<file path="src/rtl/mag_cmp_pkg.sv">
package mag_cmp_pkg;
  typedef struct packed {
    logic lt;
    logic eq;
    logic gt;
  } rel_t;
endpackage

</file>
<file path="src/rtl/mag_cmp_slice.sv">
module mag_cmp_slice
  import mag_cmp_pkg::*;
#(
  parameter int unsigned SLICE_W = 4
) (
  input  logic [SLICE_W-1:0] a_i,
  input  logic [SLICE_W-1:0] b_i,
  input  rel_t               rel_i,
  output rel_t               rel_o
);
  // prefix_eq[k]: all bits above k-1 match; scanned from the MSB down
  logic [SLICE_W:0]   prefix_eq;
  logic [SLICE_W-1:0] gt_term;
  logic [SLICE_W-1:0] lt_term;
  logic               loc_gt, loc_lt, loc_eq;

  assign prefix_eq[SLICE_W] = 1'b1;

  for (genvar i = SLICE_W - 1; i >= 0; i--) begin : g_bit
    assign gt_term[i]   = prefix_eq[i+1] & a_i[i] & ~b_i[i];
    assign lt_term[i]   = prefix_eq[i+1] & ~a_i[i] & b_i[i];
    assign prefix_eq[i] = prefix_eq[i+1] & ~(a_i[i] ^ b_i[i]);
  end

  assign loc_gt = |gt_term;
  assign loc_lt = |lt_term;
  assign loc_eq = prefix_eq[0];

  assign rel_o.gt = loc_gt | (loc_eq & rel_i.gt);
  assign rel_o.lt = loc_lt | (loc_eq & rel_i.lt);
  assign rel_o.eq = loc_eq & rel_i.eq;
endmodule

</file>
<file path="src/rtl/mag_cmp_chain.sv">
module mag_cmp_chain
  import mag_cmp_pkg::*;
#(
  parameter int unsigned SLICE_W    = 4,
  parameter int unsigned NUM_SLICES = 3,
  localparam int unsigned DATA_W    = SLICE_W * NUM_SLICES
) (
  input  logic [DATA_W-1:0] a_i,
  input  logic [DATA_W-1:0] b_i,
  input  rel_t              rel_i,
  output rel_t              rel_o
);
  rel_t link [NUM_SLICES+1];

  assign link[0] = rel_i;

  // slice 0 takes the least significant nibble; higher slices override
  for (genvar s = 0; s < NUM_SLICES; s++) begin : g_slice
    mag_cmp_slice #(.SLICE_W(SLICE_W)) u_slice (
      .a_i  (a_i[s*SLICE_W +: SLICE_W]),
      .b_i  (b_i[s*SLICE_W +: SLICE_W]),
      .rel_i(link[s]),
      .rel_o(link[s+1])
    );
  end

  assign rel_o = link[NUM_SLICES];
endmodule

</file>
<file path="src/rtl/mag_cmp_sel.sv">
module mag_cmp_sel #(
  parameter int unsigned DATA_W = 12
) (
  input  logic [DATA_W-1:0] a_i,
  input  logic [DATA_W-1:0] b_i,
  input  logic              a_gt_b_i,
  input  logic              max_mode_i,
  output logic [DATA_W-1:0] sel_o
);
  logic take_a;

  // when the operands are equal either choice gives the same value
  assign take_a = max_mode_i ? a_gt_b_i : ~a_gt_b_i;
  assign sel_o  = take_a ? a_i : b_i;
endmodule

</file>
<file path="src/rtl/mag_cmp_minmax.sv">
module mag_cmp_minmax
  import mag_cmp_pkg::*;
#(
  parameter int unsigned SLICE_W    = 4,
  parameter int unsigned NUM_SLICES = 3,
  localparam int unsigned DATA_W    = SLICE_W * NUM_SLICES
) (
  input  logic [DATA_W-1:0] a_i,
  input  logic [DATA_W-1:0] b_i,
  input  logic              cas_lt_i,
  input  logic              cas_eq_i,
  input  logic              cas_gt_i,
  input  logic              max_mode_i,
  output logic              lt_o,
  output logic              eq_o,
  output logic              gt_o,
  output logic [DATA_W-1:0] sel_o
);
  rel_t rel_in, rel_out;

  assign rel_in = '{lt: cas_lt_i, eq: cas_eq_i, gt: cas_gt_i};

  mag_cmp_chain #(.SLICE_W(SLICE_W), .NUM_SLICES(NUM_SLICES)) u_chain (
    .a_i  (a_i),
    .b_i  (b_i),
    .rel_i(rel_in),
    .rel_o(rel_out)
  );

  mag_cmp_sel #(.DATA_W(DATA_W)) u_sel (
    .a_i       (a_i),
    .b_i       (b_i),
    .a_gt_b_i  (rel_out.gt),
    .max_mode_i(max_mode_i),
    .sel_o     (sel_o)
  );

  assign lt_o = rel_out.lt;
  assign eq_o = rel_out.eq;
  assign gt_o = rel_out.gt;
endmodule

</file>
<file path="config.mk">
export PLATFORM = sky130hd
export DESIGN_NAME = mag_cmp_minmax
export DESIGN_NICKNAME = d
export VERILOG_FILES = /design/src/rtl/mag_cmp_pkg.sv /design/src/rtl/mag_cmp_slice.sv /design/src/rtl/mag_cmp_chain.sv /design/src/rtl/mag_cmp_sel.sv /design/src/rtl/mag_cmp_minmax.sv
export SDC_FILE = /design/constraint.sdc
export NUM_CORES = 1
export LEC_CHECK = 0
export BUFFER_PORTS_ARGS = -buffer_cell sky130_fd_sc_hd__buf_4
export CORE_MARGIN = 4
export CORE_UTILIZATION = 50
export DETAILED_ROUTE_END_ITERATION = 8
export MAX_ROUTING_LAYER = met4
export PLACE_DENSITY = 0.95
export SLEW_MARGIN = 20
export SYNTH_ARGS = -nofsm -noshare
export SYNTH_HDL_FRONTEND = slang
export SYNTH_SLANG_ARGS = --single-unit
</file>
<file path="constraint.sdc">
create_clock -name vclk -period 4.9
set_input_delay 0.49 -clock vclk [all_inputs]
set_output_delay 0.49 -clock vclk [all_outputs]
set_load 0.005 [all_outputs]
</file>
### After elaboration in Yosys (flattened, before gate mapping)

Index checks and enable logic that the tools add are counted.

| word-level totals | value |
|---|---|
| output and inout port bits | 15 |
| bits of input ports | 28 |
| register bits | 0 |
| logic and storage cells | 123 |

| operators by class | value |
|---|---|
| bitwise operators | 115 |
| reduce and logical (&&, ||, !) cells | 6 |
| muxes and demuxes | 2 |

Operator list:

| kind | count |
|---|---|
| AND 1 bit | 60 |
| inverter 1 bit | 37 |
| OR reduction 4 bit | 6 |
| two-way mux 12 bit | 1 |
| XOR 1 bit | 12 |
| bitwise OR 1 bit | 6 |
| two-way mux 1 bit | 1 |

### Logic depth before layout (Yosys ltp)

| depth | value |
|---|---|
| depth in word-level cells | 15 |
| gate-level depth with buffers | 10 |
| depth with buffers taken out | 10 |

### Hierarchy

From an unflattened synthesis, not the netlist that was laid out.

| unflattened totals | value |
|---|---|
| cells, all modules | 77 |
| area, all modules | 684.4 µm² |

Modules (own cells, without submodules):

| module | times used | cells an instance | area an instance (µm²) |
|---|---|---|---|
| mag_cmp_slice | 3 | 21 | 161.4 |
| mag_cmp_sel | 1 | 14 | 200.2 |

### Worst setup path before layout

OpenSTA, ideal clock, no wires.

| timing | value |
|---|---|
| kind | in2out |
| from | input a_i[7] |
| to | output sel_o[10] |
| required time | 4410 ps |
| slack | 1828 ps |
| stages | 8 |
| arrival | 2582 ps |
| cell sequence | inv_1 -> ha_1 -> or4b_4 -> a2111oi_4 -> o311a_1 -> o22a_1 -> buf_6 -> mux2_4 |

| between the ends | value |
|---|---|
| longest elaborated chain between the ends | 13 |
| elaborated cells between the ends (all ways) | 20 |

RTL lines:

| item | RTL line | text |
|---|---|---|
| start, declared | mag_cmp_minmax.sv:8 | `input logic [DATA_W-1:0] a_i,` |
| XOR 1 bit | mag_cmp_slice.sv:22 | `assign prefix_eq[i] = prefix_eq[i+1] & ~(a_i[i] ^ b_i[i]);` |
| inverter 1 bit | mag_cmp_slice.sv:22 |  |
| AND 1 bit (2 in a row) | mag_cmp_slice.sv:22 |  |
| AND 1 bit (2 in a row) | mag_cmp_slice.sv:20 | `assign gt_term[i] = prefix_eq[i+1] & a_i[i] & ~b_i[i];` |
| OR reduction 4 bit | mag_cmp_slice.sv:25 | `assign loc_gt = \|gt_term;` |
| bitwise OR 1 bit * | mag_cmp_slice.sv:29 | `assign rel_o.gt = loc_gt \| (loc_eq & rel_i.gt);` |
| AND 1 bit * | mag_cmp_slice.sv:29 |  |
| bitwise OR 1 bit * | mag_cmp_slice.sv:29 |  |
| inverter 1 bit | mag_cmp_sel.sv:13 | `assign take_a = max_mode_i ? a_gt_b_i : ~a_gt_b_i;` |
| two-way mux 1 bit * | mag_cmp_sel.sv:13 |  |
| two-way mux 12 bit * | mag_cmp_sel.sv:14 | `assign sel_o = take_a ? a_i : b_i;` |
| end, declared | mag_cmp_minmax.sv:17 | `output logic [DATA_W-1:0] sel_o` |

Every way passes the cells marked *; elsewhere a longest branch is shown, timed or not.

### Final worst setup path

| timing | value |
|---|---|
| from | input a_i[7] |
| to | output sel_o[0] |

The elaborated chain is that of the path after synthesis.

==> results.md <==
- Netlist cell types: 38
- Port bufs: 43
- # fillers: 93
- Routed via count: 849
- Peak supply drop: 0.00007354 V
- First-pass GRT wire length: 3339 um
- Relative slew slack: 54.67%
- IO Count: 43
- Row cnt: 13
- Area growth, synth to finish: 43.79%
- TritonRoute pass-1 iters: 4
- CP max stage delay: 0.59 ns
- Status: completed
- Fin cells: 149
- Total GRT Usage: 20.87%
- Commonest non-fill, non-tap cell in the layout: buf_4
- Top cells by area, synth: ha_1, maj3_1, mux2i_1
- Area leader, netlist: ha_1
- Dpl cell area: 0.001072 mm^2
- Hold WC Path Type: in2out
- Mapped cell area: 745.7 um^2
- Grt peak-use layer: met2
- Final period utilization: 76.24%
- Minimum clock period: 3.736 ns
- Seq cells: 0
- Vias in the first global route: 812
- Setup crit start: a_i[7]
- Layout Nets: 170
- Slew @ Worst Pin: 0.6799 ns
- Register area: 0 um^2
- Cells after Synth: 93
- CP Data Required Time: 4.41 ns
- Final Setup Violations: 0
- Setup Fix Bufs, Post-CTS: 0
- Slowest cell on the critical path: o22a_1
- Final Instance Area: 0.001072 mm^2
- Final WL: 2204 um
- Sequential-to-total area share from yosys stat: 0%
- Hold path startpoint: b_i[5]
- DR vias/cell: 5.698
- Antenna-violating nets left: 0
- Post_cts resized: 0
- Crit-path most repeated cell: buf_4
- Setup crit end kind: primary output
- Share of the synthesized area in the top cell type: 10.07%
- Commonest cells after routing, fill and taps aside: buf_4, inv_1, nor2b_1
- Syn avg cell area: 8.018 um^2
- Kind of critical path: in2out
- Final-layout clock buffer total: 0
- Worst Path Arrival: 3.25 ns
- Final hold vios: 0
- Worst setup path endpoint: sel_o[0]
- RSZ-0062 raised after global routing: false
- CP startpoint kind: input pin
- Setup TNS: 0 ns
- Static Leak: 0.5276 nW
- Pwr/cell area: 113.1 mW/mm^2
- Routability Congestion: 0.7871
- Grt total ovfl: 0
- Dpl cells: 149
- Hpwl dp: 1883 um
- YS warnings: 0
- DIE WIDTH: 46.62 um
- WHS Path Cells: 3
- Antenna violations before repair: 0
- Core Util, Final: 79.43%
- Die H: 46.62 um
- # DRC: 0
- Met3 Usage GRT: 0.3906%
- Post-CTS Hold Buffers: 0
- Crit path max fanout: 11
- Area of the core: 0.001350 mm^2
- Antenna Cells: 0
- Fmax: 0.2677 GHz
- Layout cells sized above 1: 38.81%
- Pins Over Slew Limit: 0
- Global routing usage on met2: 40.93%
- Die area: 0.002173 mm^2
- Iter 0 DRT Violations: 16
- Met1 Use GR: 24.09%
- Maxcap violations: 0
- Initial Utilization: 55.24%
- Syn_nets: 127
- Largest net degree at the start of global routing: 12
- WL/cell: 14.79 um
- Critical path, cell by cell: buf_4 > inv_1 > ha_1 > or4b_4 > a2111oi_4 > o311a_1 > o22a_1 > mux2_1 > buf_4
[metrics by stage]
stage,total power [mW],hold slack (ns),worst slack [ns]
3_3_place_gp,0.1160,1.288,1.248
3_5_place_dp,0.1201,1.290,1.178
4_1_cts,0.1207,1.291,1.187
5_1_grt,0.1312,1.296,1.069
2_1_floorplan,0.06782,1.070,1.828
6_report,0.1213,1.290,1.164
[per-layer routing]
metal / up-vias / share of wire [%]
met5: - / 0
met4: 0 / 0
met3: 0 / 6.5
met2: 33 / 53
met1: 385 / 40
li1: 431 / -
[area by class of cell]
class / count / area, um^2 / area share (%)
Tap cell: 15 / 18.77 / 1.750
Inverter: 13 / 48.80 / 4.551
Multi-Input combinational cell: 78 / 681.9 / 63.59
Timing Repair Buffer: 43 / 322.8 / 30.11
[Yosys cell counts (all sizes together) (2+ instances only)]
cell and n:
maj3 7, a21oi 5, xor2 3, nand3 4, nand2b 2, xnor2 4, mux2 5, mux2i 6
inv 13, o21ai 6, nor2b 7, nand2 2, ha 6, nor2 3
[logic make-up (layout without fill, tap and decap cells)]
group	Yosys count	after routing	share of synthesized area (%)
simple gates	24	24	21.64
compound gates	23	23	24.33
fa+ha+maj	13	13	19.63
xor+xnor	7	7	8.222
buf+inv	15	56	8.557
mux	11	11	17.62
[worst max-delay path: cells and delay by family]
| kind | cells | cell delay [ns] |
|---|---|---|
| AOI/OAI and AO/OA | 3 | 1.28 |
| and+or+nand+nor | 1 | 0.52 |
| buffers and inverters | 3 | 0.27 |
| adders and majority gates | 1 | 0.31 |
| muxes | 1 | 0.38 |
[report_power, final]
| group | internal [mW] | switching [mW] | total [mW] | leakage (nW) |
|---|---|---|---|---|
| registers | 0 | 0 | 0 | 0 |
| logic | 0.0664 | 0.0549 | 0.121 | 0.528 |
| clock network | 0 | 0 | 0 | 0 |
| total | 0.0664 | 0.0549 | 0.121 | 0.528 |
[worst min path at each step]
stage	endpoint	slack, ns
final	sel_o[5]	1.29
after detailed placement	sel_o[5]	1.29
after global routing	sel_o[5]	1.30
after CTS	sel_o[5]	1.29
after global placement	sel_o[5]	1.29
after floorplan	eq_o	1.07
Note: power is estimated with default switching activity, not from simulation.
